--- src/rtl/ddrLinkPkg.sv ---
package ddrLinkPkg;

  // strobes from transmit control to transmit datapath
  typedef struct packed {
    logic capture;  // take the parallel word
    logic launch;   // put the next bit pair on the line
  } txStrobe_t;

  typedef enum logic [1:0] {
    TX_IDLE,
    TX_LOADED,
    TX_SHIFT,
    TX_WAITACK
  } txState_t;

endpackage

--- src/rtl/ddrTxCtrl.sv ---
module ddrTxCtrl
  import ddrLinkPkg::*;
#(
  parameter int PAIRS = 8
) (
  input  logic      clk,
  input  logic      rstN,
  input  logic      load,
  input  logic      rdyIn,
  input  logic      ackIn,
  output txStrobe_t stb,
  output logic      busy,
  output logic      frame
);

  localparam int CNT_W = $clog2(PAIRS + 1);
  localparam logic [CNT_W-1:0] LAST_CNT = CNT_W'(PAIRS);

  txState_t state;
  logic [CNT_W-1:0] pairCnt;

  always_comb begin
    stb.capture = load && (((state == TX_IDLE) && rdyIn) || (state == TX_LOADED));
    stb.launch  = ((state == TX_LOADED) && !load) ||
                  ((state == TX_SHIFT) && (pairCnt != LAST_CNT));
  end

  always_ff @(posedge clk or negedge rstN) begin
    if (!rstN) begin
      state   <= TX_IDLE;
      pairCnt <= '0;
      frame   <= 1'b0;
    end else begin
      frame <= stb.launch;
      unique case (state)
        TX_IDLE:    if (stb.capture) state <= TX_LOADED;
        TX_LOADED:  if (!load) begin
                      state   <= TX_SHIFT;
                      pairCnt <= CNT_W'(1);
                    end
        TX_SHIFT:   if (pairCnt == LAST_CNT) begin
                      state   <= TX_WAITACK;
                      pairCnt <= '0;
                    end else begin
                      pairCnt <= pairCnt + 1'b1;
                    end
        TX_WAITACK: if (ackIn) state <= TX_IDLE;
        default:    state <= TX_IDLE;
      endcase
    end
  end

  assign busy = (state == TX_LOADED) || (state == TX_SHIFT);


  busy_needs_load_chk: assert property (@(posedge clk) disable iff (!rstN)
    $rose(busy) |-> $past(load));


  frame_within_busy_chk: assert property (@(posedge clk) disable iff (!rstN)
    frame |-> busy);


  no_capture_unready_chk: assert property (@(posedge clk) disable iff (!rstN)
    (!busy && !rdyIn) |=> !busy);


  hold_until_ack_chk: assert property (@(posedge clk) disable iff (!rstN)
    ((state == TX_WAITACK) && !ackIn) |=> !busy);

endmodule

--- src/rtl/ddrTxPath.sv ---
module ddrTxPath
  import ddrLinkPkg::*;
#(
  parameter int WORD_W = 16
) (
  input  logic              clk,
  input  logic              rstN,
  input  txStrobe_t         stb,
  input  logic [WORD_W-1:0] word,
  output logic              sOut
);

  logic [WORD_W-1:0] shiftReg;
  logic riseQ;      // rising-edge half of the dual-edge output register
  logic fallQ;      // falling-edge half
  logic pendLo;     // second bit of the current pair, waits for the falling edge
  logic pendValid;  // a pair was launched on the last rising edge

  always_ff @(posedge clk or negedge rstN) begin
    if (!rstN) begin
      shiftReg  <= '0;
      riseQ     <= 1'b0;
      pendLo    <= 1'b0;
      pendValid <= 1'b0;
    end else begin
      pendValid <= stb.launch;
      if (stb.capture) begin
        shiftReg <= word;
      end else if (stb.launch) begin
        shiftReg <= {shiftReg[WORD_W-3:0], 2'b00};
        riseQ    <= shiftReg[WORD_W-1] ^ fallQ;
        pendLo   <= shiftReg[WORD_W-2];
      end
    end
  end

  always_ff @(negedge clk or negedge rstN) begin
    if (!rstN) begin
      fallQ <= 1'b0;
    end else if (pendValid) begin
      fallQ <= pendLo ^ riseQ;
    end
  end

  // line value is the XOR of both halves, so each edge sets it without a clock mux
  assign sOut = riseQ ^ fallQ;

endmodule

--- src/rtl/ddrRx.sv ---
module ddrRx #(
  parameter int WORD_W = 16
) (
  input  logic              clk,
  input  logic              rstN,
  input  logic              sIn,
  input  logic              frameIn,
  output logic [WORD_W-1:0] rxWord,
  output logic              rxValid,
  output logic              ack,
  output logic              rdy
);

  localparam int PAIRS = WORD_W / 2;
  localparam int CNT_W = $clog2(PAIRS + 1);
  localparam logic [CNT_W-1:0] LAST_IDX = CNT_W'(PAIRS - 1);

  logic [PAIRS-1:0] negShift;  // bits launched on rising edges
  logic [PAIRS-1:0] posShift;  // bits launched on falling edges
  logic [PAIRS-1:0] posNext;
  logic [WORD_W-1:0] assembled;
  logic [CNT_W-1:0] pairCnt;
  logic lastPair;

  always_ff @(negedge clk or negedge rstN) begin
    if (!rstN) negShift <= '0;
    else if (frameIn) negShift <= {negShift[PAIRS-2:0], sIn};
  end

  assign posNext  = {posShift[PAIRS-2:0], sIn};
  assign lastPair = frameIn && (pairCnt == LAST_IDX);

  for (genvar i = 0; i < PAIRS; i++) begin : gInterleave
    assign assembled[2*i+1] = negShift[i];
    assign assembled[2*i]   = posNext[i];
  end

  always_ff @(posedge clk or negedge rstN) begin
    if (!rstN) begin
      posShift <= '0;
      pairCnt  <= '0;
      rxWord   <= '0;
      rxValid  <= 1'b0;
      ack      <= 1'b0;
      rdy      <= 1'b1;
    end else begin
      rxValid <= lastPair;
      ack     <= lastPair;
      rdy     <= !frameIn;
      if (frameIn) begin
        posShift <= posNext;
        pairCnt  <= lastPair ? '0 : pairCnt + 1'b1;
      end
      if (lastPair) rxWord <= assembled;
    end
  end


  valid_single_chk: assert property (@(posedge clk) disable iff (!rstN)
    rxValid |=> !rxValid);


  ack_with_valid_chk: assert property (@(posedge clk) disable iff (!rstN)
    rxValid |-> ack);


  ready_after_valid_chk: assert property (@(posedge clk) disable iff (!rstN)
    rxValid |=> rdy);


  not_ready_with_valid_chk: assert property (@(posedge clk) disable iff (!rstN)
    rxValid |-> !rdy);

endmodule

--- src/rtl/ddrSerialLink.sv ---
module ddrSerialLink #(
  parameter int WORD_W = 16
) (
  input  logic              clk,
  input  logic              rstN,
  input  logic              load,
  input  logic [WORD_W-1:0] txWord,
  input  logic              txRdy,
  input  logic              txAck,
  output logic              txData,
  output logic              txFrame,
  output logic              busy,
  input  logic              rxData,
  input  logic              rxFrame,
  output logic [WORD_W-1:0] rxWord,
  output logic              rxValid,
  output logic              rxAck,
  output logic              rxRdy
);

  localparam int PAIRS = WORD_W / 2;

  ddrLinkPkg::txStrobe_t txStb;

  ddrTxCtrl #(.PAIRS(PAIRS)) uTxCtrl (
    .clk   (clk),
    .rstN  (rstN),
    .load  (load),
    .rdyIn (txRdy),
    .ackIn (txAck),
    .stb   (txStb),
    .busy  (busy),
    .frame (txFrame)
  );

  ddrTxPath #(.WORD_W(WORD_W)) uTxPath (
    .clk  (clk),
    .rstN (rstN),
    .stb  (txStb),
    .word (txWord),
    .sOut (txData)
  );

  ddrRx #(.WORD_W(WORD_W)) uRx (
    .clk     (clk),
    .rstN    (rstN),
    .sIn     (rxData),
    .frameIn (rxFrame),
    .rxWord  (rxWord),
    .rxValid (rxValid),
    .ack     (rxAck),
    .rdy     (rxRdy)
  );

endmodule

--- config.mk ---
export PLATFORM = sky130hd
export DESIGN_NAME = ddrSerialLink
export DESIGN_NICKNAME = d
export VERILOG_FILES = /design/src/rtl/ddrLinkPkg.sv /design/src/rtl/ddrTxCtrl.sv /design/src/rtl/ddrTxPath.sv /design/src/rtl/ddrRx.sv /design/src/rtl/ddrSerialLink.sv
export SDC_FILE = /design/constraint.sdc
export NUM_CORES = 1
export LEC_CHECK = 0
export BUFFER_PORTS_ARGS = -buffer_cell sky130_fd_sc_hd__buf_4
export CAP_MARGIN = 5
export CORE_MARGIN = 2
export CORE_UTILIZATION = 45
export CTS_CLUSTER_DIAMETER = 50
export DETAILED_ROUTE_END_ITERATION = 6
export PLACE_DENSITY = 0.64
export SLEW_MARGIN = 5
export SYNTH_ARGS = -nofsm -noshare
export SYNTH_HDL_FRONTEND = slang
export SYNTH_HIERARCHICAL = 1
export SYNTH_SLANG_ARGS = --single-unit
--- constraint.sdc ---
create_clock -name clk -period 2.45 [get_ports clk]
set_input_delay 0.49 -clock clk [delete_from_list [all_inputs] [get_ports clk]]
set_output_delay 0.49 -clock clk [all_outputs]
set_load 0.02 [all_outputs]
==> impl_metrics.json <==
{
  "cts.sinks": 64,
  "worstHoldPathType": "in2async",
  "end_kind": "output pin",
  "synth_top_family_by_area": "multiplexers",
  "status": "complete, but fails checks",
  "grt_pass1_vias": 1796,
  "vias_per_cell": 4.825,
  "setup_slack_ps": -314.1,
  "cts_max_path_buffers": 2,
  "syn-num-nets": 250,
  "seq_area_um2": 1603,
  "vias": 1708,
  "rows": 29,
  "die_height_um": 83.87,
  "grt_antenna_before_repair": 0,
  "pwr_density_cell_nw_per_um2": 1302,
  "htreeDepth": 3,
  "cp_data_required_time_ps": 1960,
  "worstMarginPinSlew_ps": 608.2,
  "drc_errors": 0,
  "synth-seq-cells": 64,
  "dieArea_um2": 7033,
  "synth_adder_area_share_pct": 3.487,
  "synthSimpleGateAreaFrac_pct": 8.762,
  "cp-start-kind": "flop",
  "wl_um": 4680,
  "dp_worst_setup_slack_ps": -4.974,
  "gp_congestion": 0.7419,
  "clk_latency_ps": 340,
  "cts_tree": "done",
  "synth_edf_count": 0,
  "drv_slew": 0,
  "synth_cells": 219,
  "crit_path_top_delay_cell": "dfrtn_1",
  "antennaDiodeCount": 0,
  "cap_viol_max_count": 0,
  "syn_area_um2": 2870,
  "post_dp_cell_area_um2": 3289,
  "cts_buffers": 9,
  "synth_compound_area_share_pct": 6.800,
  "core_um2": 6241,
  "yosysWarningCount": 6,
  "crit_type": "reg2out",
  "synthArstFlopShare_pct": 100.0,
  "p_leak_nw": 1.727,
  "nets": 303,
  "syn_avg_cell_area_um2": 13.11,
  "path_cells": "xor2_2 -> buf_4",
  "drt_iter0_markers": 90,
  "clock-root-buffer": "clkbuf_8",
  "ir_worst_vdd_uv": 707.6,
  "ant_nets": 0,
  "grt_pass1_wl_um": 8238,
  "area_growth_pct": 22.06,
  "cts.clk_slew.worst_paths_ps": 70,
  "first_pass_iters": 4,
  "violations": "setup timing",
  "critPathBufInv": 1,
  "die_w_um": 83.87,
  "dp.final_hpwl_um": 3294,
  "synth_xor_area_share_pct": 1.221,
  "crit_fanout": 2,
  "rsz0062_at_grt": "true",
  "grt_overflow": 0,
  "ctsResizeCount": 0,
  "cp_top_family": "flip-flops",
  "nFillCells": 539,
  "ios": 45,
  "report.final.setup_viol": 1,
  "slew_headroom_pct": 59.09,
  "grt_max_degree": 27,
  "synth_ff_type": "dfrtp_1",
  "worstPathArrival_ps": 2270,
  "design_area_um2": 3503,
  "cp_slowest_stage_delay_ps": 450,
  "ys_types": 36,
  "drive_gt1_share_pct": 40.43,
  "track_usage_pct": 15.03,
  "port_buffers": 44,
  "timing_hold_violations_final": 0,
  "routedWlPerCell_um": 13.22,
  "start_util_pct": 45.99,
  "synth.mux.area_fraction_pct": 20.14,
  "multi_input_area_um2": 1174,
  "ys_seq_area_share_pct": 55.84,
  "finClkSkew_ps": 15.67
}
## what timing repair did
action / CTS / global route
endpoints found under the setup margin: 1 / 1
buffers inserted: 0 / 1
hold buffers: 0 / 0
hold endpoints to repair: 0 / 0
pin swaps: 0 / 0
## worst reg2reg max path, stage by stage, from the launching register on
cell and delay, ps:
dfrtn_1 370, buf_4 140, buf_4 120, xor2_1 150
mux2_4 250
## placed cells by master, fill, tap and decap left out, types with 2 or more instances in the layout
| cell type | count |
|---|---|
| dfrtp_1 | 54 |
| buf_4 | 52 |
| mux2_2 | 22 |
| nand2_1 | 21 |
| mux2i_1 | 15 |
| o21ai_0 | 14 |
| mux2_4 | 12 |
| clkbuf_8 | 11 |
| inv_1 | 9 |
| dfrtn_1 | 9 |
| ha_1 | 8 |
| o21ai_1 | 7 |
| nand2b_1 | 4 |
| nor2_1 | 4 |
| nand4_1 | 4 |
| clkinvlp_4 | 2 |
| clkinv_2 | 2 |
| xnor2_1 | 2 |
| a21oi_1 | 2 |
| o21ai_2 | 2 |
| a21boi_0 | 2 |
| nand3_1 | 2 |
| nor2b_1 | 2 |
## cell families after synthesis
| kind of cell | count (synthesis) |
|---|---|
| flip-flops | 64 |
| multiplexers | 49 |
| AND/OR/NAND/NOR | 44 |
| AO/OA/AOI/OAI | 31 |
| buffers and inverters | 19 |
| adder cells (fa/ha/maj) | 8 |
| XOR/XNOR | 4 |
## cells in the mapped netlist (3+ instances only)
cell      count  share of area, %
o21ai_0      15               2.6
mux2_4       12               6.3
nor2b_1       3              0.65
mux2i_1      15               5.2
o21ai_1       7               1.2
mux2_2       22               8.6
nand2b_1      4              0.87
dfrtn_1       9               7.8
buf_2         5              0.87
ha_1          8               3.5
nand4_1       4              0.87
nor2_1        4              0.52
nand2_1      21               2.7
dfrtp_1      54                47
inv_1         9               1.2
## final timing paths
check	from	end	slack, ps	cells after the start
max in group asynchronous	rstN	uRx/negShift[7]	1030	1
min in group clk	txWord[0]	uTxPath/shiftReg[0]	360	3
setup / recovery	uTxPath/fallQ	txData	-310	2
setup reg to reg	uTxPath/fallQ	uTxPath/riseQ	80	4
hold / removal	rstN	uTxCtrl/state[0]	30	1
hold reg to reg	uRx/negShift[7]	uRx/negShift[7]	460	1
## flip-flops by register name (all words and copies together), names as in the netlist, 2 cells and up
register,flops
uRx/negShift,8
uRx/pairCnt,4
uRx/posShift,7
uRx/rxWord,16
uTxCtrl/pairCnt,4
uTxCtrl/state,2
uTxPath/shiftReg,16
## area by class of cell
type                       instances  area share (%)
inverter                           9          0.9643
tap                               77           2.750
clock inverter                     5           1.571
clock buffer                      11           4.321
sequential                        64           45.75
multi-input combinational        136           33.50
timing repair buffer              52           11.14
## metrics by stage
step                      hold slack, ps  instances  utilization, %  total power [mW]  TNS [ps]
after floorplan                    194.4        219               -             3.134         0
after global placement             396.2        337           52.71             3.624         0
after detailed placement           398.7        337           52.71             3.682    -9.902
after CTS                          34.93        353           56.01             4.609    -326.6
after global routing               36.85        354           56.13             4.891    -367.3
final                              31.55        354           56.13             4.562    -314.1
## routing by layer
metal	up-vias	GRT usage (%)	share of wire, %
met5	-	0	0
met1	820	18.89	47
met3	2	5.836	4.3
met4	0	5.279	0.75
met2	28	23.78	48
li1	858	-	-
## power breakdown
part | internal, mW | leakage (nW) | switching (mW)
combinational | 0.982 | 0.833 | 0.888
clock | 0.521 | 0.101 | 0.393
sequential | 1.49 | 0.793 | 0.287
Note: power is estimated with default switching activity, not from simulation.
